===== config.mk =====
export PLATFORM = sky130hd
export DESIGN_NAME = nibble_cipher_core
export DESIGN_NICKNAME = d
export VERILOG_FILES = /design/src/rtl/nibcipher_pkg.sv /design/src/rtl/nibcipher_sbox.sv /design/src/rtl/nibcipher_ctrl.sv /design/src/rtl/nibcipher_datapath.sv /design/src/rtl/nibble_cipher_core.sv
export SDC_FILE = /design/constraint.sdc
export NUM_CORES = 1
export LEC_CHECK = 0
export BUFFER_PORTS_ARGS = -buffer_cell sky130_fd_sc_hd__clkbuf_2
export CAP_MARGIN = 10
export CORE_MARGIN = 2
export CORE_UTILIZATION = 30
export DETAILED_ROUTE_END_ITERATION = 10
export SLEW_MARGIN = 15
export SYNTH_ARGS = -nofsm -noshare
export SYNTH_HDL_FRONTEND = slang
export SYNTH_HIERARCHICAL = 1
export SYNTH_SLANG_ARGS = --single-unit

===== constraint.sdc =====
create_clock -name clk -period 5.1 [get_ports clk]
set_clock_uncertainty 0.1 [all_clocks]
set_input_delay 0.51 -clock clk [delete_from_list [all_inputs] [get_ports clk]]
set_output_delay 0.51 -clock clk [all_outputs]
set_load 0.03 [all_outputs]

===== src/rtl/nibcipher_pkg.sv =====
package nibcipher_pkg;
  localparam int NIB_W      = 4;
  localparam int STATE_NIBS = 16;
  localparam int KEY_NIBS   = 20;
  localparam int STATE_W    = NIB_W * STATE_NIBS;
  localparam int KEY_W      = NIB_W * KEY_NIBS;
  localparam int ROUNDS     = 31;
  localparam int RC_W       = 5;
  localparam int CNT_W      = 5;
  localparam int RC_LSB     = 15;
  localparam int KEY_ROT_L  = 61;
  localparam int PERM_MUL   = 16;
  // rotation still owed after the key chain spun STATE_NIBS nibbles during a round
  localparam int FIX_ROT    = (KEY_ROT_L + KEY_W - (STATE_W % KEY_W)) % KEY_W;

  typedef struct packed {
    logic            loadKey;
    logic            loadData;
    logic            subStep;
    logic            update;
    logic            outStep;
    logic            outEn;
    logic [RC_W-1:0] roundCnt;
  } ctl_t;

  function automatic logic [NIB_W-1:0] subNib(input logic [NIB_W-1:0] x);
    logic [NIB_W-1:0] y;
    case (x)
      4'h0: y = 4'hC;  4'h1: y = 4'h5;  4'h2: y = 4'h6;  4'h3: y = 4'hB;
      4'h4: y = 4'h9;  4'h5: y = 4'h0;  4'h6: y = 4'hA;  4'h7: y = 4'hD;
      4'h8: y = 4'h3;  4'h9: y = 4'hE;  4'hA: y = 4'hF;  4'hB: y = 4'h8;
      4'hC: y = 4'h4;  4'hD: y = 4'h7;  4'hE: y = 4'h1;  default: y = 4'h2;
    endcase
    return y;
  endfunction
endpackage


===== src/rtl/nibcipher_sbox.sv =====
module nibcipher_sbox
  import nibcipher_pkg::*;
(
  input  logic [NIB_W-1:0] nibIn,
  output logic [NIB_W-1:0] nibOut
);
  always_comb nibOut = subNib(nibIn);
endmodule


===== src/rtl/nibcipher_ctrl.sv =====
module nibcipher_ctrl
  import nibcipher_pkg::*;
(
  input  logic clk,
  input  logic rstN,
  input  logic start,
  output ctl_t ctl,
  output logic done
);
  typedef enum logic [2:0] {PH_IDLE, PH_LOAD, PH_ROUND, PH_OUT} phase_t;

  localparam logic [CNT_W-1:0] LOAD_LAST = CNT_W'(KEY_NIBS - 1);
  localparam logic [CNT_W-1:0] DATA_NIBS = CNT_W'(STATE_NIBS);
  localparam logic [CNT_W-1:0] UPD_SLOT  = CNT_W'(STATE_NIBS);
  localparam logic [CNT_W-1:0] OUT_LAST  = CNT_W'(STATE_NIBS - 1);
  localparam logic [RC_W-1:0]  LAST_RND  = RC_W'(ROUNDS);

  phase_t           phase;
  logic [CNT_W-1:0] nibCnt;
  logic [RC_W-1:0]  roundCnt;

  always_ff @(posedge clk or negedge rstN) begin
    if (!rstN) begin
      phase    <= PH_IDLE;
      nibCnt   <= '0;
      roundCnt <= '0;
    end else begin
      case (phase)
        PH_IDLE: if (start) begin
          phase  <= PH_LOAD;
          nibCnt <= '0;
        end
        PH_LOAD: if (nibCnt == LOAD_LAST) begin
          phase    <= PH_ROUND;
          nibCnt   <= '0;
          roundCnt <= RC_W'(1);
        end else begin
          nibCnt <= nibCnt + 1'b1;
        end
        PH_ROUND: if (nibCnt == UPD_SLOT) begin
          nibCnt <= '0;
          if (roundCnt == LAST_RND) phase <= PH_OUT;
          else roundCnt <= roundCnt + 1'b1;
        end else begin
          nibCnt <= nibCnt + 1'b1;
        end
        PH_OUT: if (nibCnt == OUT_LAST) begin
          phase  <= PH_IDLE;
          nibCnt <= '0;
        end else begin
          nibCnt <= nibCnt + 1'b1;
        end
        default: phase <= PH_IDLE;
      endcase
    end
  end

  always_comb begin
    ctl          = '0;
    ctl.roundCnt = roundCnt;
    ctl.loadKey  = (phase == PH_LOAD);
    ctl.loadData = (phase == PH_LOAD) && (nibCnt < DATA_NIBS);
    ctl.subStep  = (phase == PH_ROUND) && (nibCnt != UPD_SLOT);
    ctl.update   = (phase == PH_ROUND) && (nibCnt == UPD_SLOT);
    ctl.outStep  = (phase == PH_OUT);
    ctl.outEn    = (phase == PH_OUT);
    done         = (phase == PH_OUT) && (nibCnt == '0);
  end
endmodule


===== src/rtl/nibcipher_datapath.sv =====
module nibcipher_datapath
  import nibcipher_pkg::*;
(
  input  logic             clk,
  input  logic             rstN,
  input  ctl_t             ctl,
  input  logic [NIB_W-1:0] dataIn,
  input  logic [NIB_W-1:0] keyIn,
  output logic [NIB_W-1:0] dataOut
);
  logic [STATE_W-1:0] stateR;
  logic [KEY_W-1:0]   keyR;
  logic [STATE_W-1:0] permState;
  logic [KEY_W-1:0]   keyRot;
  logic [KEY_W-1:0]   keyNext;
  logic [NIB_W-1:0]   stateTop, keyTop, mixNib, sboxIn, sboxOut;

  assign stateTop = stateR[STATE_W-1 -: NIB_W];
  assign keyTop   = keyR[KEY_W-1 -: NIB_W];
  assign mixNib   = stateTop ^ keyTop;

  // one substitution box, shared between data nibbles and the key update
  assign sboxIn = ctl.update ? keyRot[KEY_W-1 -: NIB_W] : mixNib;
  nibcipher_sbox u_sbox (.nibIn(sboxIn), .nibOut(sboxOut));

  // bit permutation: bit b goes to (PERM_MUL*b) mod (STATE_W-1), top bit fixed
  for (genvar b = 0; b < STATE_W; b++) begin : g_perm
    localparam int DST = (b == STATE_W-1) ? b : (b * PERM_MUL) % (STATE_W-1);
    assign permState[DST] = stateR[b];
  end

  // the key chain sits STATE_W bits ahead after a round; finish the rotation
  assign keyRot = {keyR[KEY_W-FIX_ROT-1:0], keyR[KEY_W-1:KEY_W-FIX_ROT]};

  always_comb begin
    keyNext = keyRot;
    keyNext[KEY_W-1 -: NIB_W] = sboxOut;
    keyNext[RC_LSB +: RC_W]   = keyRot[RC_LSB +: RC_W] ^ ctl.roundCnt;
  end

  always_ff @(posedge clk or negedge rstN) begin
    if (!rstN) begin
      stateR <= '0;
      keyR   <= '0;
    end else if (ctl.loadKey) begin
      keyR <= {keyR[KEY_W-NIB_W-1:0], keyIn};
      if (ctl.loadData) stateR <= {stateR[STATE_W-NIB_W-1:0], dataIn};
    end else if (ctl.subStep) begin
      stateR <= {stateR[STATE_W-NIB_W-1:0], sboxOut};
      keyR   <= {keyR[KEY_W-NIB_W-1:0], keyTop};
    end else if (ctl.update) begin
      stateR <= permState;
      keyR   <= keyNext;
    end else if (ctl.outStep) begin
      stateR <= {stateR[STATE_W-NIB_W-1:0], {NIB_W{1'b0}}};
      keyR   <= {keyR[KEY_W-NIB_W-1:0], keyTop};
    end
  end

  assign dataOut = mixNib & {NIB_W{ctl.outEn}};
endmodule


===== src/rtl/nibble_cipher_core.sv =====
module nibble_cipher_core
  import nibcipher_pkg::*;
(
  input  logic             clk,
  input  logic             rstN,
  input  logic             start,
  input  logic [NIB_W-1:0] dataIn,
  input  logic [NIB_W-1:0] keyIn,
  output logic [NIB_W-1:0] dataOut,
  output logic             done
);
  ctl_t ctl;

  nibcipher_ctrl u_ctrl (
    .clk(clk), .rstN(rstN), .start(start), .ctl(ctl), .done(done)
  );

  nibcipher_datapath u_dp (
    .clk(clk), .rstN(rstN), .ctl(ctl),
    .dataIn(dataIn), .keyIn(keyIn), .dataOut(dataOut)
  );
endmodule


==> metrics.cfg <==
[run]
drv_cap=0

[drt]
drc_errors=0
vias=5488
wl_per_cell_um=15.12
routed_wl_um=16680
ant_nets=0
avgViaCountPerCell=4.976
drt_iter0_markers=388
dr.pass1.iters=4

[setup_path]
start_kind=flop
cp_slowest_cell=mux4_2
path_max_fanout=13
crit_type=reg2reg
end_kind=flop
crit_family=multiplexers
critPathBufInv=4
critPathArrivalTime_ns=3.37
critPathMaxStageDelay_ns=0.49
required_ns=5.27
cp_common_cell=inv_1
worstPathCellList=inv_1, ha_1, inv_1, nor2_1, buf_4, mux2_2, inv_1, ha_1, mux4_2, a221oi_1, o31ai_1

[pwr]
power_switching_mw=0.5530
p_sw_share_pct=21.12
comb_power_share_pct=1.9
power.leakage_nw=3.416
vdd_drop_max_v=0.0002012
p_per_area_nw_per_um2=294.0
pwr-share-seq_pct=48.5
clkPwrFrac_pct=49.6
internal-power_mw=2.065

[global_routing]
grt_pass1_vias=5577
grt_first_pass_wirelength_um=28910
grt_max_degree=221
grt.total_usage_pct=12.42
antenna_found_initial=0
grt_overflow_total=0

[clock_network]
clockRootBuffer=clkbuf_16
cts_hold_buf=0
cts_tree=built
numCtsBuffers=17
htreeDepth=4
cts_resized=0
clk_latency_ns=0.42
clk_pin_slew_ns=0.06
clk_path_buf_depth=2
post_cts_buffers=0
cts.sinks=156

[synthesis]
yosys_most_used_dff=dfrtp_1
synth_warnings=6
async_reset_ff_share_pct=100.0
muxShareOfSynthArea_pct=18.67
synth-simple-area-share_pct=8.569
synth_edf_count=0
synth_nets=796
synth_compound_gate_area_share_pct=15.56
synth_seq_cells=156
synth_top_family_by_area=multiplexers
synthCells=769
syn_avg_cell_area_sq_um=10.54
syn_area_sq_um=8104
synth-xor-area-share_pct=1.081
yosys.area_share.adder_pct=2.470
synth.yosys.seq_area_share_pct=48.17
synthDistinctLibCells=49

[sta]
min_period_ns=3.201
finalSetupViolCount=0
worstMarginPinSlew_ns=0.9347
hold_violations=0
finalCritPeriodShare_pct=62.77
finalSetupTns_ns=0
relSlewSlack_pct=37.68
fmaxAchievable_ghz=0.3124
rsz0062_at_grt=no
drv_slew=0

[final_layout]
fillers=2739
stdcell_area_sq_um=8905
area_growth_pct=9.881
layout_common_cells=156 x dfrtp_1, 146 x o21ai_1, 135 x mux2i_1, 84 x nand2_1, 54 x o21ai_0
drive_gt1_share_pct=9.318
diodes=0
finalNetCount=777
final_common_cell=dfrtp_1
final_util_pct=33.32

[place]
gp_congestion=0.7619
portBuffers=15
placed_area_sq_um=8304
dp_hpwl_um=10200

[floorplan]
core_area_sq_um=26730
die_h_um=168.4
dieArea_sq_um=28340
initial_core_util_pct=30.32
std_cell_rows=60
ioPinCount=16
die_width_um=168.4

[status]
status=complete, no violations

[worst_hold_path]
hp-class=in2async

## per-stage QoR
| step | total power, mW | cells | hold slack (ns) | worst slack, ns |
|---|---|---|---|---|
| after global placement | 1.345 | 1072 | 0.3936 | 1.972 |
| after floorplan | 1.305 | 769 | 0.1144 | 1.784 |
| after global routing | 2.704 | 1103 | 0.06691 | 1.667 |
| final | 2.618 | 1103 | 0.01561 | 1.899 |
| after CTS | 2.650 | 1103 | 0.02703 | 1.883 |
| after detailed placement | 1.346 | 1072 | 0.3976 | 1.883 |
## sequential cells by signal (all words and copies together), names as in the netlist
signal and cells:
u_dp/stateR 64, u_dp/keyR 80, u_ctrl/roundCnt 5, u_ctrl/nibCnt 5, u_ctrl/phase 2
## path summary, 6_finish.rpt
path                                                to  depth (start not counted)                         from  slack, ns
max                         u_dp/stateR[2]$_DFFE_PN0P_                         11  u_ctrl/phase[0]$_DFFE_PN0P_       1.90
min reg2reg                u_dp/stateR[42]$_DFFE_PN0P_                          1  u_dp/stateR[42]$_DFFE_PN0P_       0.40
min                        u_dp/stateR[56]$_DFFE_PN0P_                          1                         rstN       0.02
max reg2reg                 u_dp/stateR[2]$_DFFE_PN0P_                         11  u_ctrl/phase[0]$_DFFE_PN0P_       1.90
min in group clk            u_dp/stateR[1]$_DFFE_PN0P_                          3                    dataIn[1]       0.29
max in group asynchronous    u_dp/keyR[28]$_DFFE_PN0P_                          2                         rstN       3.81
## kinds of logic (layout without fill, tap and decap cells)
| kind of cell | count (synthesis) | in the layout |
|---|---|---|
| AOI/OAI and AO/OA | 232 | 232 |
| DFF | 156 | 156 |
| muxes | 147 | 147 |
| and+or+nand+nor | 137 | 137 |
| buffers and inverters | 71 | 64 |
| adders and majority gates | 16 | 16 |
| xor gates and xnor gates | 10 | 10 |
## cells in the mapped netlist (3+ instances only)
cell type	instances	share of area [%]
xor2_1	9	0.97
nor2b_1	13	1.0
and2_1	6	0.46
nor2_1	6	0.28
o31ai_1	9	0.83
mux2_2	9	1.3
ha_1	16	2.5
nand2b_1	5	0.39
buf_2	19	1.2
a211oi_1	4	0.37
buf_4	15	1.4
nand2_1	84	3.9
inv_1	10	0.46
dfrtp_1	156	48
o21ai_0	54	3.3
and3b_1	4	0.43
nand3_1	4	0.25
a221oi_1	3	0.32
clkbuf_1	14	0.65
buf_6	13	1.8
o21ai_1	146	9.0
a22o_1	3	0.32
mux2i_1	135	17
## final cells by class
class	count	area (sq um)	area share (%)
timing repair buffer	23	166.4	1.869
inverter	10	37.54	0.4215
tap	341	426.7	4.791
clock inverter	10	140.1	1.574
multi-input combinational	542	3770	42.34
sequential	156	3904	43.84
clock buffer	21	460.4	5.171
## power groups by stage
stage | registers, mW | clock network, mW | logic, mW
6_report | 1.27 | 1.30 | 0.0505
2_1_floorplan | 1.29 | 0 | 0.0182
5_1_grt | 1.27 | 1.37 | 0.0602
4_1_cts | 1.27 | 1.33 | 0.0537
3_3_place_gp | 1.29 | 0 | 0.0524
3_5_place_dp | 1.29 | 0 | 0.0534
## layer usage
| metal | up-vias | wire length, um | track usage (%) |
|---|---|---|---|
| met5 | - | 0 | 0 |
| met4 | 0 | 162 | 3.598 |
| met3 | 15 | 360 | 2.233 |
| met2 | 63 | 7717 | 19.31 |
| met1 | 2728 | 8437 | 17.73 |
| li1 | 2682 | - | - |
Note: power is estimated with default switching activity, not from simulation.
